===== src/rtl/hb_shadow_pkg.sv =====
package hb_shadow_pkg;

   localparam int unsigned BYTE_W = 8;

   localparam int unsigned OFS_CMD  = 'h04;
   localparam int unsigned OFS_STAT = 'h07;

   typedef enum logic [1:0] {
      ROUTE_EXT      = 2'd0,
      ROUTE_WR_INT   = 2'd1,
      ROUTE_RD_INT   = 2'd2,
      ROUTE_BOTH_INT = 2'd3
   } route_code_e;

   typedef struct packed {
      logic rd_int;
      logic wr_int;
   } seg_route_t;

   function automatic seg_route_t decode_code(input logic [1:0] code);
      seg_route_t r;
      case (route_code_e'(code))
         ROUTE_EXT:      r = '{rd_int: 1'b0, wr_int: 1'b0};
         ROUTE_WR_INT:   r = '{rd_int: 1'b0, wr_int: 1'b1};
         ROUTE_RD_INT:   r = '{rd_int: 1'b1, wr_int: 1'b0};
         default:        r = '{rd_int: 1'b1, wr_int: 1'b1};
      endcase
      return r;
   endfunction

   function automatic bit is_read_only(input int unsigned a);
      return (a == 'h00) || (a == 'h01) || ((a >= 'h08) && (a <= 'h0C)) ||
             (a == 'h0E) || (a == 'h0F);
   endfunction

   function automatic logic [BYTE_W-1:0] write_mask(input int unsigned a);
      if (is_read_only(a))   return 8'h00;
      if (a == OFS_CMD)      return 8'h40;
      if (a == OFS_STAT)     return 8'h00;
      return 8'hFF;
   endfunction

   function automatic logic [BYTE_W-1:0] clear_mask(input int unsigned a);
      return (a == OFS_STAT) ? 8'hB0 : 8'h00;
   endfunction

   function automatic logic [BYTE_W-1:0] set_mask(input int unsigned a);
      return (a == OFS_STAT) ? 8'hB0 : 8'h00;
   endfunction

   function automatic logic [BYTE_W-1:0] reset_value(input int unsigned a,
                                                     input logic [15:0] vid,
                                                     input logic [7:0]  rev,
                                                     input logic [7:0]  cls);
      if (a == 'h00)                   return vid[7:0];
      if (a == 'h01)                   return vid[15:8];
      if (a == OFS_CMD)                return 8'h07;
      if (a == OFS_STAT)               return 8'h02;
      if (a == 'h08)                   return rev;
      if (a == 'h0B)                   return cls;
      if (a == 'h52)                   return 8'h02;
      if (a == 'h58)                   return 8'h40;
      if (a == 'h59)                   return 8'h05;
      if ((a >= 'h5A) && (a <= 'h5F))  return 8'h01;
      if (a == 'h64)                   return 8'hAB;
      return 8'h00;
   endfunction

endpackage


===== src/rtl/hb_cfg_cell.sv =====
module hb_cfg_cell #(
   parameter int unsigned W         = 8,
   parameter logic [W-1:0] RST_VAL   = '0,
   parameter logic [W-1:0] WR_MASK   = '1,
   parameter logic [W-1:0] CLR_MASK  = '0,
   parameter logic [W-1:0] SET_MASK  = '0,
   parameter logic [W-1:0] WARM_MASK = '0
) (
   input  logic         clk,
   input  logic         rst_n,
   input  logic         warm_rst,
   input  logic         we,
   input  logic [W-1:0] wd,
   input  logic [W-1:0] set_bits,
   output logic [W-1:0] q
);

   localparam bit IS_CONST = (WR_MASK == '0) && (CLR_MASK == '0) &&
                             (SET_MASK == '0) && (WARM_MASK == '0);

   generate
      if (IS_CONST) begin : g_const
         logic unused_inputs;
         assign unused_inputs = ^{clk, rst_n, warm_rst, we, wd, set_bits};
         assign q = RST_VAL;
      end else begin : g_store
         logic [W-1:0] q_r;
         logic [W-1:0] nxt;

         always_comb begin
            nxt = q_r;
            if (we) begin
               nxt = (q_r & ~WR_MASK) | (wd & WR_MASK);
               nxt = nxt & ~(wd & CLR_MASK);
            end
            nxt = nxt | (set_bits & SET_MASK);
            if (warm_rst) begin
               nxt = nxt & ~WARM_MASK;
            end
         end

         always_ff @(posedge clk or negedge rst_n) begin
            if (!rst_n) begin
               q_r <= RST_VAL;
            end else begin
               q_r <= nxt;
            end
         end

         assign q = q_r;
      end
   endgenerate

endmodule


===== src/rtl/hb_shadow_route.sv =====
module hb_shadow_route
   import hb_shadow_pkg::*;
#(
   parameter int unsigned SEG16_COUNT = 8,
   localparam int unsigned NUM_SEG    = SEG16_COUNT + 2
) (
   input  logic                     clk,
   input  logic                     rst_n,
   input  logic [2*SEG16_COUNT-1:0] small_codes,
   input  logic [1:0]               e_code,
   input  logic [1:0]               f_code,
   output logic [NUM_SEG-1:0]       seg_rd_int,
   output logic [NUM_SEG-1:0]       seg_wr_int,
   output logic                     bios_shadow
);

   logic [2*NUM_SEG-1:0] all_codes;
   assign all_codes = {f_code, e_code, small_codes};

   generate
      for (genvar s = 0; s < NUM_SEG; s++) begin : g_seg
         seg_route_t dec;
         assign dec = decode_code(all_codes[2*s +: 2]);

         always_ff @(posedge clk or negedge rst_n) begin
            if (!rst_n) begin
               seg_rd_int[s] <= 1'b0;
               seg_wr_int[s] <= 1'b0;
            end else begin
               seg_rd_int[s] <= dec.rd_int;
               seg_wr_int[s] <= dec.wr_int;
            end
         end
      end
   endgenerate

   seg_route_t f_dec;
   assign f_dec = decode_code(f_code);

   always_ff @(posedge clk or negedge rst_n) begin
      if (!rst_n) begin
         bios_shadow <= 1'b0;
      end else begin
         bios_shadow <= f_dec.rd_int;
      end
   end

endmodule


===== src/rtl/hb_shadow_cfg.sv =====
module hb_shadow_cfg
   import hb_shadow_pkg::*;
#(
   parameter int unsigned NUM_REGS    = 256,
   parameter int unsigned FUNC_W      = 3,
   parameter int unsigned SEG16_COUNT = 8,
   parameter int unsigned SHADOW_BASE = 'h61,
   parameter logic [15:0] DEV_VID     = 16'h1234,
   parameter logic [7:0]  DEV_REV     = 8'h02,
   parameter logic [7:0]  DEV_CLASS   = 8'h06,
   localparam int unsigned ADDR_W     = $clog2(NUM_REGS),
   localparam int unsigned NUM_SEG    = SEG16_COUNT + 2
) (
   input  logic                clk,
   input  logic                rst_n,
   input  logic                warm_rst,
   input  logic                wr_en,
   input  logic [FUNC_W-1:0]   wr_func,
   input  logic [ADDR_W-1:0]   wr_addr,
   input  logic [BYTE_W-1:0]   wr_data,
   input  logic [2:0]          stat_evt,
   input  logic [FUNC_W-1:0]   rd_func,
   input  logic [ADDR_W-1:0]   rd_addr,
   output logic [BYTE_W-1:0]   rd_data,
   output logic [NUM_SEG-1:0]  seg_rd_int,
   output logic [NUM_SEG-1:0]  seg_wr_int,
   output logic                bios_shadow
);

   localparam int unsigned SMALL_BYTES = SEG16_COUNT / 4;
   localparam int unsigned TOP_BYTE    = SHADOW_BASE + SMALL_BYTES;

   generate
      if (NUM_REGS != (1 << ADDR_W)) begin : g_bad_depth
         $error("NUM_REGS must be a power of two");
      end
      if (NUM_REGS < 128) begin : g_bad_small
         $error("NUM_REGS too small for the defined offsets");
      end
      if ((SEG16_COUNT % 4) != 0 || SEG16_COUNT == 0) begin : g_bad_seg
         $error("SEG16_COUNT must be a nonzero multiple of four");
      end
      if (TOP_BYTE >= NUM_REGS) begin : g_bad_base
         $error("shadow bytes fall outside the register space");
      end
   endgenerate

   logic                wr_hit;
   logic [BYTE_W-1:0]   stat_set;
   logic [BYTE_W-1:0]   cfg_q [NUM_REGS];

   assign wr_hit   = wr_en && (wr_func == '0);
   assign stat_set = {stat_evt[2], 1'b0, stat_evt[1], stat_evt[0], 4'b0000};

   generate
      for (genvar a = 0; a < NUM_REGS; a++) begin : g_byte
         localparam logic [BYTE_W-1:0] RV = reset_value(a, DEV_VID, DEV_REV, DEV_CLASS);
         localparam logic [BYTE_W-1:0] WM = write_mask(a);
         localparam logic [BYTE_W-1:0] CM = clear_mask(a);
         localparam logic [BYTE_W-1:0] SM = set_mask(a);
         localparam logic [BYTE_W-1:0] XM = (a == TOP_BYTE) ? 8'h30 : 8'h00;

         hb_cfg_cell #(
            .W         (BYTE_W),
            .RST_VAL   (RV),
            .WR_MASK   (WM),
            .CLR_MASK  (CM),
            .SET_MASK  (SM),
            .WARM_MASK (XM)
         ) u_cell (
            .clk      (clk),
            .rst_n    (rst_n),
            .warm_rst (warm_rst),
            .we       (wr_hit && (wr_addr == ADDR_W'(a))),
            .wd       (wr_data),
            .set_bits ((a == OFS_STAT) ? stat_set : 8'h00),
            .q        (cfg_q[a])
         );
      end
   endgenerate

   assign rd_data = (rd_func == '0) ? cfg_q[rd_addr] : 8'hFF;

   logic [2*SEG16_COUNT-1:0] small_codes;

   generate
      for (genvar k = 0; k < SMALL_BYTES; k++) begin : g_small
         assign small_codes[8*k +: 8] = cfg_q[SHADOW_BASE + k];
      end
   endgenerate

   hb_shadow_route #(
      .SEG16_COUNT (SEG16_COUNT)
   ) u_route (
      .clk         (clk),
      .rst_n       (rst_n),
      .small_codes (small_codes),
      .e_code      (cfg_q[TOP_BYTE][7:6]),
      .f_code      (cfg_q[TOP_BYTE][5:4]),
      .seg_rd_int  (seg_rd_int),
      .seg_wr_int  (seg_wr_int),
      .bios_shadow (bios_shadow)
   );

endmodule


===== config.mk =====
export PLATFORM = sky130hd
export DESIGN_NAME = hb_shadow_cfg
export DESIGN_NICKNAME = d
export VERILOG_FILES = /design/src/rtl/hb_shadow_pkg.sv /design/src/rtl/hb_cfg_cell.sv /design/src/rtl/hb_shadow_route.sv /design/src/rtl/hb_shadow_cfg.sv
export SDC_FILE = /design/constraint.sdc
export NUM_CORES = 2
export LEC_CHECK = 0
export BUFFER_PORTS_ARGS = -buffer_cell sky130_fd_sc_hd__buf_2
export CORE_MARGIN = 2
export CORE_UTILIZATION = 45
export DETAILED_ROUTE_END_ITERATION = 16
export PLACE_DENSITY = 0.63
export SETUP_SLACK_MARGIN = 0.2
export SKIP_LAST_GASP = 1
export SLEW_MARGIN = 20
export SYNTH_ARGS = -nofsm -noshare
export SYNTH_HDL_FRONTEND = slang
export SYNTH_SLANG_ARGS = --single-unit

===== constraint.sdc =====
create_clock -name clk -period 6.6 [get_ports clk]
set_input_delay 0.66 -clock clk [delete_from_list [all_inputs] [get_ports clk]]
set_output_delay 0.66 -clock clk [all_outputs]
set_load 0.05 [all_outputs]

==> run_results.csv <==
group,metric,value,unit
placement,place_ws,0.8191,ns
timing,finalClockSkew,0.004264,ns
synth,synth-edff-count,0,
cells_and_area,final_util,50.28,%
grt,grt_pass1_wl,391.4,mm
timing,fin_tns_setup,0,ns
cells_and_area,multi_input_area,38800,um2
synth,synthesis.nets,6018,
setup_path,arrival,5.24,ns
clocking,post_cts_resize_count,0,
detailed_routing,vias,53690,
timing,fmax,0.1696,GHz
synth,synthArstFlopShare,100.0,%
clocking,clock_latency,0.85,ns
setup_path,reg2reg_depth,1,
hold_path,whs_path_depth,2,
cells_and_area,fin_nets,5971,
floorplan,die_h,453.1,um
grt,overflow,0,
timing,final.min_clock_period,5.896,ns
power_and_ir_drop,total_power,25.39,mW
synth,yosys_warnings,0,
power_and_ir_drop,comb_power_share,5.7,%
detailed_routing,firstDrtPassIters,7,
power_and_ir_drop,p_sw_share,24.17,%
clocking,root_buffer,"clkbuf_16",
clocking,cts.path.max_buffers,3,
clocking,clkTransAtPathRegs,0.06,ns
timing,slew_violations,0,
cells_and_area,drive_gt1_share,48.04,%
timing,rsz0062_at_grt,"no",
timing,tightest_slew,1.109,ns
floorplan,start_util,45.37,%
power_and_ir_drop,p_clk_share,45.9,%
synth,synth_top_cell_by_area,"dfrtp_1",
placement,place_inst,8380,
run,drv_cap,0,
floorplan,io_pins,66,
timing,fin_crit_sh,89.33,%
synth,synth_cells,5980,
timing,setup_viol,0,
floorplan,core_area,200100,um2
setup_path,crit_path_start_kind,"input pin",
clocking,clock_sinks,1984,
synth,synthTopCellsByArea,"dfrtp_1 54%, mux2_2 24%, mux4_2 10%",
detailed_routing,drc_errors,0,
synth,synthFlopType,"dfrtp_1",
clocking,post_cts_buffers,0,
synth,synth_area,90760,um2
cells_and_area,instances_no_fill,8784,
power_and_ir_drop,power_leakage,48.45,nW
synth,synth_seq_cells,1984,
floorplan,die-area,205300,um2
cells_and_area,seq_area,49670,um2
detailed_routing,finalWirelength,262.8,mm
floorplan,die_w,453.1,um
timing,holdWs,0.1041,ns
power_and_ir_drop,p_switching,6.138,mW
clocking,cts_tree,"yes",
setup_path,crit_type,"in2out",
synth,ys_seq_area_share,54.72,%
detailed_routing,ant_nets,0,
clocking,cts_max_level,4,
grt,gr-usage-all-layers,25.79,%
setup_path,end_kind,"output port",
power_and_ir_drop,p_per_area,252.4,nW/um2
timing,setup_ws,0.7040,ns
setup_path,crit_fanout,36,
placement,place_area,93760,um2
timing,hold_viol,0,
hold_path,worstHoldPathType,"in2reg",
placement,routabilityCongestion,0.8841,
placement,io_buffers,65,
synth,avgSynthCellArea,15.18,um2
timing,max_slew_margin,25.76,%
power_and_ir_drop,internal_power,19.26,mW
synth,synth.distinct_cells,70,
grt,antenna_found_initial,18,
grt,grt_max_degree,169,
power_and_ir_drop,ir_drop,0.0002972,V
cells_and_area,nFillCells,16720,
detailed_routing,routedWlPerCell,29.92,um
floorplan,core.rowCount,164,
placement,dp_hpwl,167.7,mm
clocking,cts-buffers-inserted,205,
setup_path,worstPathRequired,5.94,ns
power_and_ir_drop,seqPwrFrac,48.5,%
synth,synth_top_area_share,54.29,%
detailed_routing,drtIter0Drc,4458,
grt,grt_pass1_vias,55450,
run_status,status,"finished clean",
cells_and_area,syn_to_final_growth,10.83,%
cells_and_area,fin_area,100600,um2
detailed_routing,detail_route.vias_per_cell,6.112,
==> power groups by stage <==
stage          clock network (mW)  registers (mW)  logic (mW)
6_report                     11.6            12.3        1.44
5_1_grt                      12.4            12.3        1.53
4_1_cts                      11.8            12.3        1.45
3_5_place_dp                    0            12.5        1.44
3_3_place_gp                    0            12.5        1.43
2_1_floorplan                   0            12.5       0.741
==> path summary, 6_finish.rpt <==
kind	startpoint	end	slack, ns
setup / recovery	rd_addr[2]	rd_data[4]	0.70
hold / removal	stat_evt[2]	g_byte[7].u_cell.q[7]$_DFF_PN0_	0.10
setup reg to reg	g_byte[98].u_cell.q[1]$_DFFE_PN0P_	g_byte[98].u_cell.q[1]$_DFFE_PN0P_	5.77
hold reg to reg	g_byte[97].u_cell.q[2]$_DFFE_PN0P_	u_route.seg_wr_int[1]$_DFF_PN0_	0.39
max in group asynchronous	rst_n	g_byte[213].u_cell.q[5]$_DFFE_PN0P_	4.50
min in group asynchronous	rst_n	g_byte[73].u_cell.q[3]$_DFFE_PN0P_	0.39
==> critical path, stage by stage <==
cell       delay [ns]
buf_6            0.41
nor2b_4          1.00
buf_4            0.41
a221oi_1         0.14
o21a_1           0.15
a2111oi_0        0.62
o31ai_1          0.17
nor4_1           0.87
nor3_1           0.34
buf_2            0.32
==> cell type report <==
class | count | area share (%)
timing repair buffer | 216 | 1.957
clock buffer | 308 | 5.872
sequential | 1984 | 49.37
antenna | 16 | 0.03980
tap | 2656 | 3.304
clock inverter | 78 | 0.8508
inverter | 7 | 0.02861
multi-input combinational | 3519 | 38.57
==> routing by layer <==
layer  vias to the layer above  track usage (%)  share of wire [%]
met5                         -                0              0.011
met4                         4            9.688                4.0
met3                       491            4.593                5.8
met2                      1574            39.90                 46
met1                     29320            36.40                 44
li1                      22300                -                  -
==> synth_stat cells (34+ instances only) <==
cell,instances
nand2_1,212
mux2_1,73
a221oi_1,47
mux4_2,406
clkbuf_1,315
nand3_1,39
mux2_2,1895
buf_2,70
o22ai_1,34
a22oi_1,61
a21oi_1,71
mux2i_1,212
dfrtp_1,1969
nor2_1,128
nor2_2,44
==> cells in the final DEF, fill, tap and decap left out, drive strengths merged, types with 13 or more instances in the layout <==
| cell | count |
|---|---|
| dfstp | 15 |
| a21oi | 71 |
| nand2 | 222 |
| nand3 | 39 |
| o221ai | 18 |
| a22oi | 61 |
| nor3 | 24 |
| diode | 16 |
| nand2b | 19 |
| buf | 206 |
| clkbuf | 316 |
| clkinv | 61 |
| mux4 | 407 |
| a221oi | 51 |
| mux2i | 212 |
| o211ai | 23 |
| a211oi | 27 |
| o22ai | 34 |
| mux2 | 1968 |
| nor2b | 19 |
| nor2 | 172 |
| a22o | 13 |
| dfrtp | 1969 |
| o21ai | 55 |
==> timing repair <==
action / CTS / global route
hold buffers: 2 / 0
hold endpoints to repair: 97 / 0
setup endpoints to repair: 0 / 0
==> registers in the layout (all words and copies together), names as in the netlist <==
name / cells
g_byte.u_cell.q: 1964
u_route.seg_rd_int: 10
u_route.seg_wr_int: 10
==> logic make-up after synthesis <==
group | Yosys count | share of synthesized area [%]
AOI/OAI and AO/OA | 402 | 3.102
adders and majority gates | 1 | 0.01378
buffers and inverters | 477 | 2.643
DFF | 1984 | 54.72
muxes | 2587 | 36.86
and+or+nand+nor | 529 | 2.663
No activity file was read; power rests on OpenSTA's default activity.
